==> config.mk <==
export PLATFORM = sky130hd
export DESIGN_NAME = wo_ctl_port
export DESIGN_NICKNAME = d
export VERILOG_FILES = /design/src/rtl/wo_ctl_pkg.sv /design/src/rtl/wo_ctl_sync.sv /design/src/rtl/wo_ctl_shift.sv /design/src/rtl/wo_ctl_regs.sv /design/src/rtl/wo_ctl_port.sv
export SDC_FILE = /design/constraint.sdc
export NUM_CORES = 1
export LEC_CHECK = 0
export BUFFER_PORTS_ARGS = -buffer_cell sky130_fd_sc_hd__buf_2
export CAP_MARGIN = 20
export CORE_ASPECT_RATIO = 1.75
export CORE_UTILIZATION = 40
export DETAILED_ROUTE_END_ITERATION = 7
export GPL_TIMING_DRIVEN = 0
export RECOVER_POWER = 50
export SETUP_SLACK_MARGIN = 0.1
export SYNTH_ARGS = -nofsm -noshare
export SYNTH_HDL_FRONTEND = slang
export SYNTH_SLANG_ARGS = --single-unit
==> constraint.sdc <==
create_clock -name clk -period 2.35 [get_ports clk]
set_input_delay 0.47 -clock clk [delete_from_list [all_inputs] [get_ports clk]]
set_output_delay 0.47 -clock clk [all_outputs]
set_load 0.1 [all_outputs]
==> src/rtl/wo_ctl_pkg.sv <==
package wo_ctl_pkg;

    localparam int WORD_W     = 16;
    localparam int VOL_W      = 10;
    localparam int FMT_HI_BIT = 15;
    localparam int PD_BIT     = 13;
    localparam int DEEMPH_BIT = 12;
    localparam int MUTE_BIT   = 11;
    localparam int CHAN_BIT   = 10;

    typedef enum logic [1:0] {
        FMT_RJ16 = 2'd0,
        FMT_I2S  = 2'd1,
        FMT_LJ   = 2'd2,
        FMT_DSP  = 2'd3
    } fmt_e;

    typedef struct packed {
        fmt_e fmt;
        logic pwr_down;
        logic deemph;
        logic mute;
    } glob_t;

    localparam glob_t GLOB_DEFAULT = '{fmt: FMT_RJ16, pwr_down: 1'b0,
                                       deemph: 1'b0, mute: 1'b0};

    function automatic glob_t decode_glob(input logic [WORD_W-1:0] w);
        glob_t g;
        g.fmt      = fmt_e'(w[FMT_HI_BIT -: 2]);
        g.pwr_down = w[PD_BIT];
        g.deemph   = w[DEEMPH_BIT];
        g.mute     = w[MUTE_BIT];
        return g;
    endfunction

endpackage

==> src/rtl/wo_ctl_sync.sv <==
module wo_ctl_sync #(
    parameter int W      = 3,
    parameter int STAGES = 2
) (
    input  logic         clk,
    input  logic         rst,
    input  logic [W-1:0] d,
    output logic [W-1:0] q
);
    logic [W-1:0] stg [STAGES];

    for (genvar s = 0; s < STAGES; s++) begin : g_stage
        if (s == 0) begin : g_first
            always_ff @(posedge clk) begin
                if (rst) stg[s] <= '0;
                else     stg[s] <= d;
            end
        end else begin : g_next
            always_ff @(posedge clk) begin
                if (rst) stg[s] <= '0;
                else     stg[s] <= stg[s-1];
            end
        end
    end

    assign q = stg[STAGES-1];
endmodule

==> src/rtl/wo_ctl_shift.sv <==
module wo_ctl_shift
    import wo_ctl_pkg::*;
#(
    parameter int WW = WORD_W
) (
    input  logic          clk,
    input  logic          rst,
    input  logic          sclk_s,
    input  logic          sdat_s,
    input  logic          slat_s,
    output logic [WW-1:0] word_o,
    output logic          commit_o
);
    logic          sclk_q, slat_q;
    logic          clk_rise;
    logic [WW-1:0] shift_q;

    always_ff @(posedge clk) begin
        if (rst) begin
            sclk_q <= 1'b0;
            slat_q <= 1'b0;
        end else begin
            sclk_q <= sclk_s;
            slat_q <= slat_s;
        end
    end

    assign clk_rise = sclk_s & ~sclk_q;
    assign commit_o = slat_s & ~slat_q;

    // the register keeps only the newest WW bits
    always_ff @(posedge clk) begin
        if (rst)           shift_q <= '0;
        else if (clk_rise) shift_q <= {shift_q[WW-2:0], sdat_s};
    end

    // the commit sees the pre-edge contents
    assign word_o = shift_q;

    a_r2_hold_no_edge: assert property (@(posedge clk) disable iff (rst)
        !clk_rise |=> $stable(shift_q));

    a_r2_single_edge: assert property (@(posedge clk) disable iff (rst)
        clk_rise |=> !clk_rise);

    a_r3_single_commit: assert property (@(posedge clk) disable iff (rst)
        commit_o |=> !commit_o);
endmodule

==> src/rtl/wo_ctl_regs.sv <==
module wo_ctl_regs
    import wo_ctl_pkg::*;
#(
    parameter int WW = WORD_W,
    parameter int VW = VOL_W
) (
    input  logic          clk,
    input  logic          rst,
    input  logic          commit_i,
    input  logic [WW-1:0] word_i,
    output glob_t         glob_o,
    output logic [VW-1:0] vol_l_o,
    output logic [VW-1:0] vol_r_o,
    output logic          dp_clear_o
);
    localparam logic [VW-1:0] VOL_DEFAULT = '1;

    logic rst_q;

    always_ff @(posedge clk) begin
        if (rst) begin
            glob_o  <= GLOB_DEFAULT;
            vol_l_o <= VOL_DEFAULT;
            vol_r_o <= VOL_DEFAULT;
        end else if (commit_i) begin
            glob_o <= decode_glob(word_i);
            if (word_i[CHAN_BIT]) vol_r_o <= word_i[VW-1:0];
            else                  vol_l_o <= word_i[VW-1:0];
        end
    end

    always_ff @(posedge clk) rst_q <= rst;

    assign dp_clear_o = rst_q | glob_o.pwr_down;

    a_r1_defaults: assert property (@(posedge clk)
        rst |=> (vol_l_o == VOL_DEFAULT) && (vol_r_o == VOL_DEFAULT)
                && (glob_o == GLOB_DEFAULT));

    a_r3_hold: assert property (@(posedge clk) disable iff (rst)
        !commit_i |=> $stable(glob_o) && $stable(vol_l_o) && $stable(vol_r_o));

    a_r5_right_keeps_left: assert property (@(posedge clk) disable iff (rst)
        commit_i && word_i[CHAN_BIT] |=> $stable(vol_l_o));

    a_r5_left_keeps_right: assert property (@(posedge clk) disable iff (rst)
        commit_i && !word_i[CHAN_BIT] |=> $stable(vol_r_o));
endmodule

==> src/rtl/wo_ctl_port.sv <==
module wo_ctl_port
    import wo_ctl_pkg::*;
#(
    parameter int SYNC_STAGES = 2
) (
    input  logic             clk,
    input  logic             rst,
    input  logic             ctl_clk_i,
    input  logic             ctl_dat_i,
    input  logic             ctl_lat_i,
    output logic [1:0]       fmt_o,
    output logic             pwr_down_o,
    output logic             deemph_o,
    output logic             mute_o,
    output logic [VOL_W-1:0] vol_left_o,
    output logic [VOL_W-1:0] vol_right_o,
    output logic             dp_clear_o
);
    logic [2:0]        pins_s;
    logic              commit;
    logic [WORD_W-1:0] word;
    glob_t             glob;

    wo_ctl_sync #(.W(3), .STAGES(SYNC_STAGES)) u_sync (
        .clk (clk),
        .rst (rst),
        .d   ({ctl_lat_i, ctl_dat_i, ctl_clk_i}),
        .q   (pins_s)
    );

    wo_ctl_shift #(.WW(WORD_W)) u_shift (
        .clk      (clk),
        .rst      (rst),
        .sclk_s   (pins_s[0]),
        .sdat_s   (pins_s[1]),
        .slat_s   (pins_s[2]),
        .word_o   (word),
        .commit_o (commit)
    );

    wo_ctl_regs #(.WW(WORD_W), .VW(VOL_W)) u_regs (
        .clk        (clk),
        .rst        (rst),
        .commit_i   (commit),
        .word_i     (word),
        .glob_o     (glob),
        .vol_l_o    (vol_left_o),
        .vol_r_o    (vol_right_o),
        .dp_clear_o (dp_clear_o)
    );

    assign fmt_o      = glob.fmt;
    assign pwr_down_o = glob.pwr_down;
    assign deemph_o   = glob.deemph;
    assign mute_o     = glob.mute;

    a_r8_clear_follows_pd: assert property (@(posedge clk) disable iff (rst)
        pwr_down_o |-> dp_clear_o);
endmodule

# After elaboration in Yosys (flattened, before gate mapping)
# Memory sizes are Yosys's and may differ from the RTL's.
# Index checks and enable logic that the tools add are counted.
[word_totals]
mem_count = 1
elab_cells = 26
inputBits = 5
out_inout_bits = 26
mem_bits_rw = 6
register_bits = 44
[classes]
n_mux = 5
bitwise = 8
reduce_logical = 2
[mem_list]
columns = ["name", "depth", "word_bits", "read_ports", "rd_clocked_by_memory_dff", "wr", "line_no", "source"]
rows = [
  ["u_sync.stg", 2, 3, 2, 0, 2, "wo_ctl_sync.sv:10", "logic [W-1:0] stg [STAGES];"],
]
[op_table]
columns = ["cell", "count"]
rows = [
  ["$mux 3", 2],
  ["$reduce_and 2->1", 2],
  ["$mux 1", 3],
  ["$not 1->1", 3],
  ["$or 1x1->1", 3],
  ["$and 1x1->1", 2],
]

# Longest topological paths before layout
[logic_depth]
depth_word = 3
ltp_mapped = 5
ltp_nobuf = 3

# Cells and area by module
# Synthesis repeated with hierarchy kept, for this count alone.
[unflattened]
hier_cells = 170
area_unflattened_um2 = 1844.3
[by_module_without_submodules]
columns = ["module", "seq_area_each_um2", "area_each_um2", "instances", "cells_per_inst"]
rows = [
  ["wo_ctl_regs", 520.5, 978.4, 1, 98],
  ["wo_ctl_shift", 360.3, 708.2, 1, 60],
  ["wo_ctl_sync", 120.1, 157.7, 1, 12],
]

# Worst setup path after synthesis
# OpenSTA, ideal clock, no wires.
[synth_timing]
path_type = "reg-to-output"
from = "reg u_regs.glob_o[2] (netlist bit)"
to = "out dp_clear_o"
arrival_ns = 1.521
path_stages_with_launch = 2
slack_ns = 0.359
required_ns = 1.880
n_path_buf = 0
cell_sequence = "dfxtp_1 or2_2"
[synth_via]
elab_chain_cells = 1
[synth_rtl]
columns = ["element", "line_no", "source"]
rows = [
  ["start: declaration", "wo_ctl_regs.sv:11", "output glob_t glob_o,"],
  ["start signal: assignment", "wo_ctl_regs.sv:26", "glob_o <= decode_glob(word_i);"],
  ["$or 1x1->1", "wo_ctl_regs.sv:34", "assign dp_clear_o = rst_q | glob_o.pwr_down;"],
  ["end: declaration", "wo_ctl_port.sv:17", "output logic dp_clear_o"],
]
# No other way between the ends.

# Worst setup path after layout
# Ends and elaborated chain as after synthesis.

==> impl_results.md <==
- Vias in the first global route: 1,227
- Distinct cells, synth: 18
- Cell count after synthesis: 201
- Post-CTS Setup Bufs: 0
- Synthesized area per cell: 8.63 um^2
- Final HPWL DP: 2.48 mm
- Min-delay worst type: primary input to flop
- Initial antenna violation count: 0
- Drt total wl: 3.49 mm
- Number of setup violations in the final report: 0
- Pin count of the biggest net entering global routing: 16
- Synthesized flop and latch total: 50
- CTS tree: built
- Crit end category: output pin
- # diodes: 0
- Placed Cells: 280
- Final hold violation count: 0
- Area of the core: 0.00415 mm^2
- Drt wl/cell: 12.1 um
- Post-synth net total: 206
- Hold buffer count at CTS: 0
- CTS Buf Count: 5
- Post-DRT Antenna Nets: 0
- Final nets: 243
- Final Max Tran Viols: 0
- Post-CTS Resized: 0
- Total track usage: 0.173
- Ys flop type: dfxtp_1
- P per Cell Area: 791 mW/mm^2
- Die W: 51.8 um
- Max-cap violations: 0
- Total gr overflow: 0
- Starting DRT DRC Count: 11
- Final worst path period need: 1.68 ns
- Clock Skew: 0.00852 ns
- Slew @ Worst Pin: 1.03 ns
- Vias: 1,358
- Layout cells sized above 1: 0.192
- Port Buffers: 30
- Critical path launch point type: flop
- EDFF count, synth: 0
- Leak: 0.000848 uW
- Clk_lat worst skew: 0.31 ns
- Die Height: 89.1 um
- Status: finished clean
- Area leader, netlist: dfxtp_1
- Maximum clock rate: 595 MHz
- Fraction of registers with async set/reset: 0
- Ratio of final minimum period to clock period: 0.715
- WP data arrival: 1.21 ns
- Mapped Area: 0.00174 mm^2
- Total die area: 0.00462 mm^2
- Cell Rows: 31
- Synth area leaders: dfxtp_1 (58%), a21oi_1 (12%), nand2_1 (11%)
- Count leader, synth: nand2_1
- RSZ-0062 raised after global routing: no
- Yosys top cell area share: 0.577
- CP Data Required Time: 1.88 ns
- Initial Util: 0.418
- Most frequent cells after synthesis: nand2_1 (52), dfxtp_1 (50), a21oi_1 (41), o21ai_0 (16), inv_1 (10)
- Finished Layout Cells: 288
- Clock slew at reported path FFs: 0.09 ns
- Clk root buf: clkbuf_8
- DRC errors left: 0
- Setup TNS: 0 ns
- DR pass1 iterations: 4
- Crit Path Max Fanout: 3
- Layout area overhead: 16.7%
- Register area share after synthesis: 0.577
- Critical path class: flop to output pin
- H-tree depth: 2
- Final GP Congestion: 0.745
- Vias per cell: 4.72
- Synthesis Warnings: 0
- VDD IR-drop max: 470 uV
- Clk sinks: 50
- Slew headroom: 0.312
- Boundary Pins: 31
- Clock buffer depth: 2
- Global-route wire length before repair: 5.68 mm
-- sequential cells by signal, summed over array words and instances (netlist names) --
register / count
u_regs.glob_o: 5
u_regs.rst_q: 1
u_regs.vol_l_o: 10
u_regs.vol_r_o: 10
u_shift.sclk_q: 1
u_shift.slat_q: 1
u_shift.word_o: 16
u_sync.stg: 6
-- through the flow --
step / hold WS (ns) / power (uW) / util / cell area (um^2) / setup WS, ns
floorplan: 0.414 / 1010 / - / 1740 / 0.359
detailed placement: 0.428 / 1040 / 0.469 / 1950 / 1.00
CTS: 0.316 / 1620 / 0.495 / 2060 / 0.655
global placement: 0.416 / 1030 / 0.469 / 1950 / 1.01
global route: 0.364 / 1660 / 0.488 / 2020 / 0.551
finish: 0.355 / 1600 / 0.488 / 2020 / 0.669
-- worst max-delay path, stage by stage (launching register included) --
cell     delay [ns]
dfxtp_1        0.33
or2_2          0.28
buf_2          0.29
-- where the power goes --
part	internal (uW)	total [uW]	switching [uW]
clock	313	590	277
sequential	862	869	6.68
combinational	27.4	141	114
-- cells in the final DEF, fill, tap and decap left out --
cell,instances
clkinv_2,2
clkbuf_1,7
buf_2,32
nand2_1,52
o21ai_0,18
o21ai_1,2
and3b_1,1
clkbuf_2,3
dfxtp_1,50
nand2b_4,1
or2_2,1
clkbuf_8,5
and2b_1,1
bufinv_16,1
buf_4,1
nor3b_1,1
a21oi_1,41
nor2b_1,9
inv_1,10
nand2b_1,1
-- final cells by class --
cell class | count | area (um^2)
clock buffer | 5 | 68.8
inverter | 10 | 37.5
tap | 49 | 61.3
sequential | 50 | 1000
fill | 440 | 2130
timing repair buffer | 30 | 149
clock inverter | 3 | 40.0
multi-input combinational | 128 | 607
buffer | 13 | 60.1
-- path summary, 6_finish.rpt --
check | start | endpoint | slack (ns) | cells after the start
worst max-delay path | u_regs.glob_o[2]$_SDFFE_PP0P_ | dp_clear_o | 0.67 | 2
worst max register to register | u_sync.stg[1][2]$_SDFF_PP0_ | u_regs.vol_l_o[7]$_SDFFE_PP1P_ | 0.72 | 3
worst min register to register | u_sync.stg[0][1]$_SDFF_PP0_ | u_sync.stg[1][1]$_SDFF_PP0_ | 0.44 | 1
worst min-delay path | rst | u_regs.rst_q$_DFF_P_ | 0.36 | 1
-- per-layer routing --
metal	vias up	track usage	wire length (um)
li1	720	-	-
met1	612	0.183	1420
met2	21	0.306	1880
met3	5	0.0374	101
met4	0	0.103	88
met5	-	0	0
-- kinds of logic (layout without fill, tap and decap cells) --
| kind of cell | after synthesis | after routing | share of synthesized area |
|---|---|---|---|
| AND/OR/NAND/NOR | 67 | 67 | 0.180 |
| AO/OA/AOI/OAI | 61 | 61 | 0.176 |
| flip-flops | 50 | 50 | 0.577 |
| buffers and inverters | 23 | 61 | 0.0671 |
No activity file was read; power rests on OpenSTA's default activity.
